[config.mk]
export PLATFORM = sky130hd
export DESIGN_NAME = seq_reset_ctrl
export DESIGN_NICKNAME = d
export VERILOG_FILES = /design/src/rtl/rstc_pkg.sv /design/src/rtl/rstc_decode.sv /design/src/rtl/rstc_seq.sv /design/src/rtl/rstc_timer.sv /design/src/rtl/seq_reset_ctrl.sv
export SDC_FILE = /design/constraint.sdc
export NUM_CORES = 1
export LEC_CHECK = 0
export BUFFER_PORTS_ARGS = -buffer_cell sky130_fd_sc_hd__clkbuf_2
export CORE_MARGIN = 5
export CORE_UTILIZATION = 45
export CTS_BUF_LIST = sky130_fd_sc_hd__clkbuf_2
export DETAILED_ROUTE_END_ITERATION = 8
export GPL_TIMING_DRIVEN = 0
export PLACE_DENSITY = 0.79
export SYNTH_ARGS = -nofsm -noshare
export SYNTH_HDL_FRONTEND = slang
export SYNTH_HIERARCHICAL = 1
export SYNTH_SLANG_ARGS = --single-unit
[constraint.sdc]
create_clock -name clk_i -period 1.9 [get_ports clk_i]
set_input_delay 0.38 -clock clk_i [delete_from_list [all_inputs] [get_ports clk_i]]
set_output_delay 0.38 -clock clk_i [all_outputs]
set_load 0.05 [all_outputs]
[src/rtl/rstc_pkg.sv]
package rstc_pkg;
  localparam int unsigned MODE_BIT = 1;  // 1 = hard, 0 = soft
  localparam int unsigned GO_BIT   = 2;

  typedef struct packed {
    logic any_slot;
    logic arm_slot;
    logic fire_slot;
  } slot_hit_t;
endpackage

[src/rtl/rstc_decode.sv]
module rstc_decode #(
  parameter int unsigned           ADDR_W    = 32,
  parameter logic [ADDR_W-1:0]     IO_ADDR   = 'h0CF9,
  parameter logic [ADDR_W-1:0]     ARM_ADDR  = 'hFFFF_FFF0,
  parameter logic [ADDR_W-1:0]     FIRE_ADDR = 'hFFFF_FFF4
) (
  input  logic                 wr_io_i,
  input  logic [ADDR_W-1:0]    wr_addr_i,
  output rstc_pkg::slot_hit_t  hit_o
);
  logic io_hit, mem_arm_hit, mem_fire_hit;

  always_comb begin
    io_hit          = wr_io_i  && (wr_addr_i == IO_ADDR);
    mem_arm_hit     = !wr_io_i && (wr_addr_i == ARM_ADDR);
    mem_fire_hit    = !wr_io_i && (wr_addr_i == FIRE_ADDR);
    hit_o.arm_slot  = io_hit | mem_arm_hit;
    hit_o.fire_slot = io_hit | mem_fire_hit;
    hit_o.any_slot  = io_hit | mem_arm_hit | mem_fire_hit;
  end
endmodule

[src/rtl/rstc_seq.sv]
module rstc_seq #(
  parameter int unsigned DATA_W = 8
) (
  input  logic                clk_i,
  input  logic                rst_ni,
  input  logic                wr_en_i,
  input  rstc_pkg::slot_hit_t hit_i,
  input  logic [DATA_W-1:0]   wr_data_i,
  input  logic                busy_i,
  input  logic                done_i,
  output logic                start_o,
  output logic                start_hard_o,
  output logic [DATA_W-1:0]   reg_o
);
  import rstc_pkg::*;

  logic              armed_q, armed_hard_q;
  logic [DATA_W-1:0] reg_q, masked;
  logic              accept, fire;

  always_comb begin
    masked         = wr_data_i;
    masked[GO_BIT] = 1'b0;
    accept         = wr_en_i && !busy_i && hit_i.any_slot;
    fire           = accept && hit_i.fire_slot && armed_q && wr_data_i[GO_BIT]
                     && (wr_data_i[MODE_BIT] == armed_hard_q);
  end

  always_ff @(posedge clk_i or negedge rst_ni) begin
    if (!rst_ni) begin
      armed_q      <= 1'b0;
      armed_hard_q <= 1'b0;
      reg_q        <= '0;
    end else if (done_i) begin
      reg_q <= '0;
    end else if (accept) begin
      if (fire) begin
        reg_q   <= wr_data_i;
        armed_q <= 1'b0;
      end else begin
        // anything short of a completing write re-evaluates the arm
        reg_q        <= masked;
        armed_q      <= hit_i.arm_slot && !wr_data_i[GO_BIT];
        armed_hard_q <= wr_data_i[MODE_BIT];
      end
    end
  end

  assign start_o      = fire;
  assign start_hard_o = wr_data_i[MODE_BIT];
  assign reg_o        = reg_q;
endmodule

[src/rtl/rstc_timer.sv]
module rstc_timer #(
  parameter int unsigned HARD_CYCLES = 1024,
  parameter int unsigned INIT_CYCLES = 16
) (
  input  logic clk_i,
  input  logic rst_ni,
  input  logic start_i,
  input  logic hard_i,
  output logic active_o,
  output logic hard_o,
  output logic done_o
);
  localparam int unsigned MAX_C = (HARD_CYCLES > INIT_CYCLES) ? HARD_CYCLES : INIT_CYCLES;
  localparam int unsigned CNT_W = $clog2(MAX_C) + 1;
  localparam logic [CNT_W-1:0] HARD_LOAD = CNT_W'(HARD_CYCLES - 1);
  localparam logic [CNT_W-1:0] INIT_LOAD = CNT_W'(INIT_CYCLES - 1);

  logic [CNT_W-1:0] cnt_q;
  logic             active_q, hard_q;

  assign done_o = active_q && (cnt_q == '0);

  always_ff @(posedge clk_i or negedge rst_ni) begin
    if (!rst_ni) begin
      cnt_q    <= '0;
      active_q <= 1'b0;
      hard_q   <= 1'b0;
    end else if (start_i && !active_q) begin
      cnt_q    <= hard_i ? HARD_LOAD : INIT_LOAD;
      active_q <= 1'b1;
      hard_q   <= hard_i;
    end else if (done_o) begin
      active_q <= 1'b0;
      hard_q   <= 1'b0;
    end else if (active_q) begin
      cnt_q <= cnt_q - 1'b1;
    end
  end

  assign active_o = active_q;
  assign hard_o   = hard_q;
endmodule

[src/rtl/seq_reset_ctrl.sv]
module seq_reset_ctrl #(
  parameter int unsigned        ADDR_W      = 32,
  parameter int unsigned        DATA_W      = 8,
  parameter int unsigned        HARD_CYCLES = 1024,
  parameter int unsigned        INIT_CYCLES = 16,
  parameter logic [ADDR_W-1:0]  IO_ADDR     = 'h0CF9,
  parameter logic [ADDR_W-1:0]  ARM_ADDR    = 'hFFFF_FFF0,
  parameter logic [ADDR_W-1:0]  FIRE_ADDR   = 'hFFFF_FFF4
) (
  input  logic              clk_i,
  input  logic              rst_ni,
  input  logic              wr_en_i,
  input  logic              wr_io_i,
  input  logic [ADDR_W-1:0] wr_addr_i,
  input  logic [DATA_W-1:0] wr_data_i,
  output logic [DATA_W-1:0] rd_data_o,
  output logic              cpu_rst_o,
  output logic              pci_rst_no,
  output logic              isa_rst_o,
  output logic              cpu_init_o
);
  rstc_pkg::slot_hit_t hit;
  logic start, start_hard, active, hard, done;

  rstc_decode #(
    .ADDR_W(ADDR_W), .IO_ADDR(IO_ADDR), .ARM_ADDR(ARM_ADDR), .FIRE_ADDR(FIRE_ADDR)
  ) u_decode (
    .wr_io_i  (wr_io_i),
    .wr_addr_i(wr_addr_i),
    .hit_o    (hit)
  );

  rstc_seq #(.DATA_W(DATA_W)) u_seq (
    .clk_i       (clk_i),
    .rst_ni      (rst_ni),
    .wr_en_i     (wr_en_i),
    .hit_i       (hit),
    .wr_data_i   (wr_data_i),
    .busy_i      (active),
    .done_i      (done),
    .start_o     (start),
    .start_hard_o(start_hard),
    .reg_o       (rd_data_o)
  );

  rstc_timer #(.HARD_CYCLES(HARD_CYCLES), .INIT_CYCLES(INIT_CYCLES)) u_timer (
    .clk_i   (clk_i),
    .rst_ni  (rst_ni),
    .start_i (start),
    .hard_i  (start_hard),
    .active_o(active),
    .hard_o  (hard),
    .done_o  (done)
  );

  assign cpu_rst_o  = active & hard;
  assign isa_rst_o  = active & hard;
  assign pci_rst_no = ~(active & hard);
  assign cpu_init_o = active & ~hard;
endmodule

# Yosys cells after proc, flatten, opt, wreduce, memory -nomap -nowiden
# Index checks and enable logic that the tools add are counted.
# totals
register_bits	23
input_bits	44
word_cells	54
# classes
add_sub_neg	1
n_eq_ne	5
mux	11
n_bitwise	9
reduce_logical	22
# ops
op	count
equality test 32 bit (second input constant)	2
2-to-1 mux 11 bit	3
equality test 32 x 12 -> 1 bit (second input constant)	1
2-to-1 mux 8 bit	2
logical AND 1 bit	12
logical NOT 11 bit	1
subtractor 11 x 1 -> 11 bit (second input constant)	1
2-to-1 mux 10 bit	1
nonzero test 2 bit	3
2-to-1 mux 1 bit	4
inverter 1 bit	4
AND reduction 2 bit	2
logical NOT 1 bit	3
2-to-1 mux 3 bit	1
bitwise OR 1 bit	3
AND reduction 3 bit	1
AND 1 bit	2
inequality test 2 x 1 -> 1 bit (second input constant)	1
equality test 1 bit	1

# Logic depth before layout (Yosys ltp)
# depth
depth_word	12
ltp_mapped	11

# Cells and area by module
# Netlist, hierarchy kept.
# by_module_without_submodules
module	n_inst	cells_per_inst	area_per_inst_um2	seq_area_each_um2
rstc_timer	1	80	762.0	325.3
rstc_seq	1	39	471.7	250.2
rstc_decode	1	27	172.7	0.0
seq_reset_ctrl	1	4	27.5	0.0

# Worst setup path after synthesis
# Ideal clock, no wire load.
# synth_path
path_type	input-to-reg
from	input port wr_addr_i[18]
to	register u_timer.cnt_q[7]
arrival_time_ps	3143
required_time_ps	1834
path_slack_ps	-1308
cell_stages	10
n_path_buf	0
path_cell_list	or4_1 -> or4_1 -> or4_4 -> o21ai_0 -> nand4b_1 -> nor3_2 -> nor2_1 -> a41oi_4 -> a21boi_0 -> a31o_1
# synth_rtl
element	line	text
start, declared	seq_reset_ctrl.sv:14	input logic [ADDR_W-1:0] wr_addr_i,
end signal, assigned	rstc_timer.sv:29	cnt_q <= hard_i ? HARD_LOAD : INIT_LOAD;
end signal, assigned	rstc_timer.sv:36	cnt_q <= cnt_q - 1'b1;
end, declared	rstc_timer.sv:18	logic [CNT_W-1:0] cnt_q;

==> run metrics <==
status finished, violations left; failing checks setup timing; number of failing setup endpoints in the final timing report 23; count of buffers from port buffering 55; worst-case setup margin in the final layout -972 ps; crit path DAT 3180 ps; Tightest Pin Transition 596 ps; vias 1476; CTS H-Tree Depth 1; Layout Utilization 67.7%; Gate Count Post-Synth 150; DIE AREA between 4000 and 5000 um^2; drt wl/cell 15.3 um; standard cell with the maximum stage delay on the critical path or4_1; DRC violation count after routing 0; xor/xnor share of the synthesized area 0.611%; Core Area just over 3000 um^2; pin count of the biggest net entering global routing 24; maxcap violations 0; list of cells traversed by the critical path buf_6 -> or4_1 -> or4_4 -> or4_4 -> buf_4 -> o31ai_2 -> nand2_1 -> nor3_4 -> nor2_2 -> a41oi_4 -> a21boi_2 -> a31o_1; antenna violations before repair 0; Post-Synthesis Net Count around 200; placed wire-length estimate between 2000 and 3000 um; DR vias/cell 5.49; number of register bits inferred by synthesis 23; FF-to-FF setup slack -200 ps; highest attainable clock frequency 348 MHz; startpoint types input port; mux contribution to synthesized area 6.37%; Final Hold Viols 0; worst vdd rail ir drop 0.480 mV; synthesis-to-layout area growth 44.2%; cell-internal power 579 uW; ratio of final minimum period to clock period 151%; I/O pins 56; worst slack at placement -1570 ps; gr usage total between 15 and 20%; vias in the first global route roughly 1400; top library cells by usage in the layout, fill and taps aside clkbuf_2 (58), dfrtp_1 (23), nand2_1 (14); clock root buffer clkbuf_2; Routed WL roughly 4100 um; Sinks on Clock Net 23; number of buffer and inverter stages on the critical path 2; Die Y 66.5 um; number of iterations in the first detailed-routing pass 5; leading post-synthesis cells by cell area dfrtp_1 (40%), mux2i_1 (5.6%), nand2_1 (4.2%); width of the chip ~66 um; Post-Syn Area around 1400 um^2; min-delay worst type in -> reg; Net count, final 271; number of synthesized flops with an enable pin 0; first-pass GRT wire length 6340 um; Pwr Density 372 nW/um^2; fin. max-slew vios 0; Sequential cell area 576 um^2; part of the power in combinational logic 10.5%; sequential fraction of the synthesis area 40.1%; Site Rows 20; TritonCTS buffer count 3; headroom to the max-slew limit 60.1%; setup_tns -17080 ps; area share of fa/ha/maj cells after synthesis less than 1%; FFs w/ async S/R, synth 100%; clock latency at the later pin of the worst-skew pair ~340 ps; biggest cell delay along the critical path a little over 500 ps; antenna cell count 0; Yosys top cell by area dfrtp_1; sort of element at the end of the critical path flop; Ys Warns 6; gp weighted congestion 0.755; Tmin final about 2900 ps; clock buffer depth 2; per-instance average area after synthesis around 9.6 um^2; Synth top area share 40.1%; sequential group share of total power between 60 and 70%; Switch Pwr between 150 and 200 uW; Initial Util about 47%; WS Path Type in -> reg; simple-gate portion of the synthesized area 32.2%; cell class contributing the biggest share of worst-path delay simple AND/OR/NAND/NOR gates; residual overflow from global routing 0; total of fill cells in the finished design 272; area of the multi-input gates 898 um^2; number of distinct library cells after synthesis 51; Final Skew 2.84 ps; net switching share of the total power between 20% and 30%; most common cell after layout, fill and taps aside clkbuf_2; Min Hold Slack 228 ps; peak fanout along the critical path 7; combinational family with the most area after synthesis simple AND/OR/NAND/NOR gates; ratio of cells with drive above 1 in the final layout 48.9%; CP Data Required Time 2200 ps; post-route ant nets 0; cell type with the highest occurrence count on the critical path or4_4; dominant register cell in the synthesized netlist dfrtp_1; RSZ-0062 raised after global routing true; CTS clk-pin slew, worst paths roughly 210 ps; clock group share of total power 25.8%; area fraction in compound gates after synthesis 15.4%; clock tree from TritonCTS yes; count of routing violations after the opening detailed-route iteration slightly above 60; static leakage 0.00106 uW
## state kept, by name, indices dropped and copies added (netlist names)
name	count
u_timer/cnt_q	11
u_timer/hard_o	1
u_seq/armed_q	1
u_seq/reg_o	8
u_timer/active_o	1
u_seq/armed_hard_q	1
## per-layer routing
metal | part of all wire, % | GRT usage [%] | wire length, um
met1 | 41 | 23.2 | 1700
met2 | 50 | 31.7 | 2050
met3 | 7.4 | 3.54 | 304
met4 | 1.0 | 6.09 | 43
met5 | 0 | 0 | 0
## cell usage after synthesis, types with 2 or more instances
library cell and number:
nand4_1 7, nor3_2 2, nor2b_1 3, a31oi_1 3, clkbuf_1 4, nor4_1 5, o21ai_0 3, a31o_1 2
inv_1 6, nand3_1 3, nand4b_1 3, nand2b_1 2, nand2_1 16, dfrtp_1 23, nor2_1 15, mux2i_1 8
o31ai_1 3, a211oi_1 3, or3_1 3, nor3_1 3, buf_4 2, or4_1 2
## timing repair
action                                 4_1_cts  5_1_grt
hold buffers                                 1        0
pin swaps                                   11        6
buffers inserted                             6        9
cloned                                       1        0
setup endpoints to repair                   23       23
endpoints found under the hold margin       23        0
resized for setup                           12       15
## metrics by stage
step           power [uW]  instance area (um^2)  instances
6_report              770                  2070        269
5_1_grt               807                  2070        269
4_1_cts               775                  1950        261
3_5_place_dp          574                  1790        249
3_3_place_gp          573                  1790        249
2_1_floorplan         510                  1460        150
## cells by family (layout without fill, tap and decap cells)
logic type | count (synthesis) | after routing
buffers and inverters | 13 | 88
muxes | 9 | 9
xor gates and xnor gates | 1 | 1
DFF | 23 | 23
AOI/OAI and AO/OA | 27 | 27
and+or+nand+nor | 76 | 76
adders and majority gates | 1 | 1
## cell type report
| class | count | area share, % |
|---|---|---|
| repair buffers | 71 | 21.3 |
| well taps | 44 | 2.66 |
| multi-input cells | 114 | 43.4 |
| flip-flops and latches | 23 | 27.8 |
| clock buffers | 3 | 0.726 |
| plain buffers | 7 | 2.72 |
| clock inverters | 1 | 0.242 |
| inverters | 6 | 1.09 |
## path summary, 6_finish.rpt
path | from | cells after the start | end
max | wr_addr_i[19] | 12 | u_timer/cnt_q[7]
max reg2reg | u_timer/cnt_q[0] | 6 | u_seq/reg_o[2]
min | wr_data_i[2] | 2 | u_seq/armed_q
min reg2reg | u_timer/cnt_q[10] | 2 | u_timer/cnt_q[10]
min in group asynchronous | rst_ni | 2 | u_timer/cnt_q[2]
max in group asynchronous | rst_ni | 2 | u_timer/cnt_q[4]
## power by group through the flow
stage / sequential [uW] / clock [uW] / combinational (uW)
global placement: 499 / 0 / 73.9
floorplan: 499 / 0 / 11.4
detailed placement: 499 / 0 / 75.5
finish: 490 / 198 / 81.0
global route: 491 / 228 / 88.7
CTS: 490 / 206 / 78.6
Power figures use the tool's default switching activity.
